===== config.mk =====
export PLATFORM = sky130hd
export DESIGN_NAME = lsm_link_monitor
export DESIGN_NICKNAME = d
export VERILOG_FILES = /design/src/rtl/lsm_pkg.sv /design/src/rtl/lsm_balance.sv /design/src/rtl/lsm_runlen.sv /design/src/rtl/lsm_sync.sv /design/src/rtl/lsm_link_monitor.sv
export SDC_FILE = /design/constraint.sdc
export NUM_CORES = 1
export LEC_CHECK = 0
export ABC_CLOCK_PERIOD_IN_PS = 13300
export BUFFER_PORTS_ARGS = -buffer_cell sky130_fd_sc_hd__buf_2
export CORE_ASPECT_RATIO = 0.7
export CORE_MARGIN = 1
export CORE_UTILIZATION = 30
export DETAILED_ROUTE_END_ITERATION = 10
export PLACE_DENSITY_LB_ADDON = 0.08
export SLEW_MARGIN = 15
export SYNTH_ARGS = -nofsm -noshare
export SYNTH_HDL_FRONTEND = slang
export SYNTH_HIERARCHICAL = 1
export SYNTH_SLANG_ARGS = --single-unit

===== constraint.sdc =====
create_clock -name clk -period 13.3 [get_ports clk]
set_input_delay 1.33 -clock clk [delete_from_list [all_inputs] [get_ports clk]]
set_output_delay 1.33 -clock clk [all_outputs]
set_load 0.01 [all_outputs]

===== src/rtl/lsm_pkg.sv =====
package lsm_pkg;
  localparam int GW = 10;
  localparam logic [GW-1:0] COMMA_RDN = 10'b0011111010;
  localparam logic [GW-1:0] COMMA_RDP = 10'b1100000101;

  typedef enum logic {ST_HUNT = 1'b0, ST_LOCK = 1'b1} sync_state_t;

  function automatic logic is_comma(logic [GW-1:0] g);
    return (g == COMMA_RDN) || (g == COMMA_RDP);
  endfunction

  function automatic logic [3:0] ones_of(logic [GW-1:0] g);
    logic [3:0] s;
    s = 4'd0;
    for (int i = 0; i < GW; i++) s = s + {3'd0, g[i]};
    return s;
  endfunction
endpackage


===== src/rtl/lsm_balance.sv =====
module lsm_balance
  import lsm_pkg::*;
(
  input  logic          clk,
  input  logic          rst_n,
  input  logic          grp_valid,
  input  logic [GW-1:0] grp,
  input  logic          acq,
  output logic          code_err,
  output logic          disp_err,
  output logic          rd_pos
);
  logic [3:0] ones;
  logic       heavy, light;

  assign ones     = ones_of(grp);
  assign code_err = (ones < 4'd4) || (ones > 4'd6);
  assign heavy    = (ones == 4'd6);
  assign light    = (ones == 4'd4);
  assign disp_err = !code_err && ((heavy && rd_pos) || (light && !rd_pos));

  always_ff @(posedge clk) begin
    if (!rst_n) rd_pos <= 1'b0;
    else if (grp_valid) begin
      if (acq)            rd_pos <= 1'b0;
      else if (!code_err) begin
        if (heavy)        rd_pos <= 1'b1;
        else if (light)   rd_pos <= 1'b0;
      end
    end
  end

  assert_rd_neg_after_acq_R6: assert property (@(posedge clk) disable iff (!rst_n)
    (grp_valid && acq) |=> !rd_pos);
  assert_rd_heavy_pos_R4: assert property (@(posedge clk) disable iff (!rst_n)
    (grp_valid && !acq && !code_err && heavy) |=> rd_pos);
  assert_rd_hold_on_code_err_R4: assert property (@(posedge clk) disable iff (!rst_n)
    (grp_valid && !acq && code_err) |=> (rd_pos == $past(rd_pos)));
endmodule


===== src/rtl/lsm_runlen.sv =====
module lsm_runlen
  import lsm_pkg::*;
#(
  parameter int MAX_RUN = 4
) (
  input  logic          clk,
  input  logic          rst_n,
  input  logic          grp_valid,
  input  logic [GW-1:0] grp,
  input  logic          exempt,
  output logic          run_err
);
  localparam int LW = $clog2(MAX_RUN + 2);
  localparam logic [LW-1:0] SAT = LW'(MAX_RUN + 1);

  logic          carry_bit;
  logic [LW-1:0] carry_len;
  logic          end_bit;
  logic [LW-1:0] end_len;
  logic          hit;

  // walk the group in wire order, continuing the run left by the previous group
  always_comb begin
    end_bit = carry_bit;
    end_len = carry_len;
    hit     = 1'b0;
    for (int i = GW - 1; i >= 0; i--) begin
      if (end_len != '0 && grp[i] == end_bit) begin
        if (end_len < SAT) end_len = end_len + LW'(1);
      end else begin
        end_len = LW'(1);
      end
      end_bit = grp[i];
      if (end_len > LW'(MAX_RUN)) hit = 1'b1;
    end
  end

  assign run_err = hit && !exempt;

  always_ff @(posedge clk) begin
    if (!rst_n) begin
      carry_bit <= 1'b0;
      carry_len <= '0;
    end else if (grp_valid) begin
      carry_bit <= end_bit;
      carry_len <= end_len;
    end
  end

  assert_run_spans_boundary_R5: assert property (@(posedge clk) disable iff (!rst_n)
    (grp_valid && !exempt && carry_len >= LW'(MAX_RUN) && grp[GW-1] == carry_bit) |-> run_err);
  assert_carry_bounded_R5: assert property (@(posedge clk) disable iff (!rst_n)
    carry_len <= SAT);
endmodule


===== src/rtl/lsm_sync.sv =====
module lsm_sync
  import lsm_pkg::*;
#(
  parameter int BAD_TOL = 2
) (
  input  logic clk,
  input  logic rst_n,
  input  logic grp_valid,
  input  logic comma,
  input  logic bad,
  output logic acq,
  output logic locked
);
  localparam int CW = $clog2(BAD_TOL + 2);
  localparam logic [CW-1:0] LIMIT = CW'(BAD_TOL);

  sync_state_t   state;
  logic [CW-1:0] bad_cnt;

  assign acq    = grp_valid && (state == ST_HUNT) && comma;
  assign locked = (state == ST_LOCK);

  always_ff @(posedge clk) begin
    if (!rst_n) begin
      state   <= ST_HUNT;
      bad_cnt <= '0;
    end else if (acq) begin
      state   <= ST_LOCK;
      bad_cnt <= '0;
    end else if (locked && grp_valid) begin
      if (bad) begin
        if (bad_cnt == LIMIT) begin
          state   <= ST_HUNT;
          bad_cnt <= '0;
        end else begin
          bad_cnt <= bad_cnt + CW'(1);
        end
      end else if (bad_cnt != '0) begin
        bad_cnt <= bad_cnt - CW'(1);
      end
    end
  end

  assert_cnt_bound_R7: assert property (@(posedge clk) disable iff (!rst_n)
    bad_cnt <= LIMIT);
  assert_drop_at_limit_R7: assert property (@(posedge clk) disable iff (!rst_n)
    (locked && grp_valid && bad && bad_cnt == LIMIT) |=> !locked);
  assert_acquire_R6: assert property (@(posedge clk) disable iff (!rst_n)
    (!locked && grp_valid && comma) |=> (locked && bad_cnt == '0));
  assert_hunt_holds_R9: assert property (@(posedge clk) disable iff (!rst_n)
    (!locked && !(grp_valid && comma)) |=> !locked);
  assert_good_decrements_R8: assert property (@(posedge clk) disable iff (!rst_n)
    (locked && grp_valid && !bad && bad_cnt != '0) |=> (bad_cnt == $past(bad_cnt) - CW'(1)));
endmodule


===== src/rtl/lsm_link_monitor.sv =====
module lsm_link_monitor
  import lsm_pkg::*;
#(
  parameter int BAD_TOL = 2,
  parameter int MAX_RUN = 4
) (
  input  logic          clk,
  input  logic          rst_n,
  input  logic          grp_valid,
  input  logic [GW-1:0] grp,
  output logic          flag_valid,
  output logic          code_error,
  output logic          disparity_error,
  output logic          run_error,
  output logic          link_up
);
  logic comma, acq, locked, rd_pos;
  logic code_err, disp_err, run_err, bad;

  assign comma = is_comma(grp);
  assign bad   = code_err || disp_err || run_err;

  lsm_balance u_balance (
    .clk(clk), .rst_n(rst_n), .grp_valid(grp_valid), .grp(grp), .acq(acq),
    .code_err(code_err), .disp_err(disp_err), .rd_pos(rd_pos)
  );

  lsm_runlen #(.MAX_RUN(MAX_RUN)) u_runlen (
    .clk(clk), .rst_n(rst_n), .grp_valid(grp_valid), .grp(grp), .exempt(comma),
    .run_err(run_err)
  );

  lsm_sync #(.BAD_TOL(BAD_TOL)) u_sync (
    .clk(clk), .rst_n(rst_n), .grp_valid(grp_valid), .comma(comma), .bad(bad),
    .acq(acq), .locked(locked)
  );

  assign link_up = locked;

  always_ff @(posedge clk) begin
    if (!rst_n) begin
      flag_valid      <= 1'b0;
      code_error      <= 1'b0;
      disparity_error <= 1'b0;
      run_error       <= 1'b0;
    end else begin
      flag_valid      <= grp_valid;
      code_error      <= grp_valid && code_err;
      disparity_error <= grp_valid && disp_err;
      run_error       <= grp_valid && run_err;
    end
  end

  assert_quiet_without_group_R2: assert property (@(posedge clk) disable iff (!rst_n)
    !grp_valid |=> !(flag_valid || code_error || disparity_error || run_error));
  assert_code_excludes_disp_R4: assert property (@(posedge clk) disable iff (!rst_n)
    code_error |-> !disparity_error);
  assert_comma_no_run_R5: assert property (@(posedge clk) disable iff (!rst_n)
    (grp_valid && comma) |=> !run_error);
  assert_flags_imply_valid_R2: assert property (@(posedge clk) disable iff (!rst_n)
    (code_error || disparity_error || run_error) |-> flag_valid);
endmodule


==> metrics.md <==
| Metric | Value |
|---|---|
| Status | completed |
| Period minus WS final | between 10 and 15 ns |
| Layout cell share with drive strength beyond 1 | 0.161 |
| Clock transition at the registers of the reported paths | 0.04 ns |
| Mapped cell area | 2520 sq um |
| Number of clock sinks | 12 |
| Global-route wire length before repair | between 10000 and 15000 um |
| Setup bufs post-CTS | 0 |
| Synth top area share | 0.124 |
| TritonCTS Buffers | 3 |
| Post-Syn Instances | 329 |
| Max VDD drop | roughly 0.000066 V |
| Crit. End Element | flip-flop |
| HP Start | u_sync/bad_cnt[0] |
| Leakage | 1.27 nW |
| Worst setup margin | 2.27 ns |
| WP data required | 13.44 ns |
| Clk_lat worst skew | 0.24 ns |
| DR DRC count | 0 |
| Syn Area/Cell | 7.67 sq um |
| Yosys top cell by area | ha_1 |
| Area delta synth->final | 11.0% |
| Max Cap Viol | 0 |
| Post-layout net count | 392 |
| Crit-path most repeated cell | ha_1 |
| Tcrit/Tclk final | 0.829 |
| Synth cell count leaders | inv_1 (45), ha_1 (25), nand2_1 (25), nor2_1 (21), dfxtp_1 (12) |
| Kind of critical path | in2reg |
| FF+latch count, synth | 12 |
| Crit-path max FO | 7 |
| Worst relative slew slack | 0.547 |
| Asr flop ratio synth | 0 |
| Hold path cells | 1 |
| PostCTS Resize Cnt | 0 |
| Full die area | 8790 sq um |
| Ys Warns | 6 |
| Synthesized Nets | 373 |
| Drt pass-1 iters | 4 |
| Die W | 112 um |
| Core area | about 8000 sq um |
| Clock Path Buffers | 2 |
| Top_reg_cell synth | dfxtp_1 |
| Grt ovf | 0 |
| Reg2reg start | u_runlen/carry_len[0] |
| Crit path DAT | 11.17 ns |
| Worst-Margin Slew | 0.671 ns |
| PortBufs | 17 |
| EDFF count, synth | 0 |
| Ant. Diodes | 0 |
| Most frequent cell after synthesis | inv_1 |
| Worst setup SP type | primary input |
| Highest-delay cell along the critical path | or4_1 |
| Largest net degree at the start of global routing | 16 |
| Hold Buf Count CTS | 0 |
| Routed wire length | 6290 um |
| PwrDens | 208 nW/um^2 |
| Row cnt | 27 |
| Synth unique cells | 84 |
| Routed WL per cell | 14.0 um |
| Reg2Reg Depth | 50 |
| Synth top area cells | ha_1 (12%), dfxtp_1 (9.5%), inv_1 (6.7%), fa_1 (4.8%), nand2_1 (3.7%) |
| Antenna Violating Nets Remaining | 0 |
| Sequential share of the synthesized area | 0.0952 |
| Routed vias | ~2400 |
| H-tree depth | 1 |
| RePlAce Congestion | around 0.83 |
| Die Y | a little under 80 um |
| Worst slack, placed | 2.10 ns |
| Starting Density | 0.315 |
| Final setup viols | 0 |
| Hpwl dp | between 5000 and 6000 um |
| R2R setup slack | approximately 2.8 ns |
| Setup_tns | 0 ns |
| Clock Tree Root | clkbuf_16 |
| Initial DRC count | around 170 |
| Crit path largest cell delay | 0.59 ns |
| TritonCTS clock tree | done |
| Total track usage | 0.147 |
| Via density | 5.34 |
| Worst Hold Class | reg2reg |
| Vias in the first global route | 2179 |
| RSZ-0062 raised after global routing | no |
| WHS Endpoint | u_sync/bad_cnt[0] |
| Io pins | 18 |
| Critical R2R Capture | u_sync/bad_cnt[0] |
| Initial antenna violation count | 0 |
| Final Hold Vio Count | 0 |
| Clk_skew | 0.00201 ns |
| Max Freq | approximately 90 MHz |
| Pins Over Slew Limit | 0 |
cells in the final DEF (no fill, tap or decap), types with 5 or more instances in the layout:
master    instances
inv_1            45
nand2_1          25
ha_1             25
nor2_1           21
buf_2            17
dfxtp_1          12
a21oi_1          11
o21ai_0          10
nand3_1          10
xor2_1            9
xnor2_1           8
and2_1            7
fa_1              6
nand2b_1          6
a31oi_1           6
nand4_1           5
and3_1            5
state kept, by name, summed over array words and instances, names as in the netlist:
register	count
u_runlen/carry_bit	1
flag_valid	1
run_error	1
u_runlen/carry_len	3
disparity_error	1
u_balance/rd_pos	1
u_sync/bad_cnt	2
code_error	1
u_sync/locked	1
kinds of logic (layout without fill, tap and decap cells):
kind of cell / after synthesis / in the layout / synth area share
multiplexers: 6 / 6 / 0.0248
AO/OA/AOI/OAI: 93 / 93 / 0.298
adder cells (fa/ha/maj): 31 / 31 / 0.172
AND/OR/NAND/NOR: 117 / 117 / 0.266
flip-flops: 12 / 12 / 0.0952
buffers and inverters: 53 / 71 / 0.0858
XOR/XNOR: 17 / 17 / 0.0590
layer usage:
layer / share of wire / up-vias / track usage
li1: - / 1245 / -
met1: 0.58 / 1108 / 0.238
met2: 0.38 / 36 / 0.209
met3: 0.031 / 2 / 0.0160
met4: 0.0022 / 0 / 0.0122
met5: 0 / - / 0
final cells by class:
| type | instances | area (sq um) |
|---|---|---|
| clock buffer | 4 | 88.8 |
| fill | 824 | 5210 |
| inverter | 50 | 193 |
| multi-input combinational | 264 | 2070 |
| sequential | 12 | 240 |
| tap | 101 | 126 |
| timing repair buffer | 17 | 85.1 |
stage by stage:
stage	cell area [sq um]	power (mW)	util	hold slack, ns	cells
3_3_place_gp	2710	0.527	0.339	0.486	444
3_5_place_dp	2710	0.517	0.339	0.482	444
2_1_floorplan	2520	0.421	-	0.451	329
5_1_grt	2800	0.647	0.350	0.500	448
6_report	2800	0.583	0.350	0.490	448
4_1_cts	2800	0.581	0.350	0.489	448
worst max-delay path: cells and delay by family:
family	cells	cell delay (ns)
multiplexers	2	0.65
AND/OR/NAND/NOR	17	3.58
AO/OA/AOI/OAI	15	2.76
buffers and inverters	6	0.51
XOR/XNOR	1	0.33
adder cells (fa/ha/maj)	8	1.99
how the worst max path moves through the flow:
stage	slack (ns)	cells after the start	to	from
4_1_cts	2.33	49	u_sync/bad_cnt[0]	grp[9]
6_report	2.27	49	u_sync/bad_cnt[0]	grp[9]
2_1_floorplan	3.40	48	u_sync/bad_cnt[0]	grp[9]
3_5_place_dp	2.10	49	u_sync/bad_cnt[0]	grp[9]
5_1_grt	1.35	49	u_sync/bad_cnt[0]	grp[9]
3_3_place_gp	2.24	49	u_sync/bad_cnt[0]	grp[9]
power by group:
| group | internal (mW) | switching, mW |
|---|---|---|
| combinational | 0.198 | 0.276 |
| sequential | 0.0413 | 0.00687 |
| clock | 0.0454 | 0.0154 |
Power figures use the tool's default switching activity.
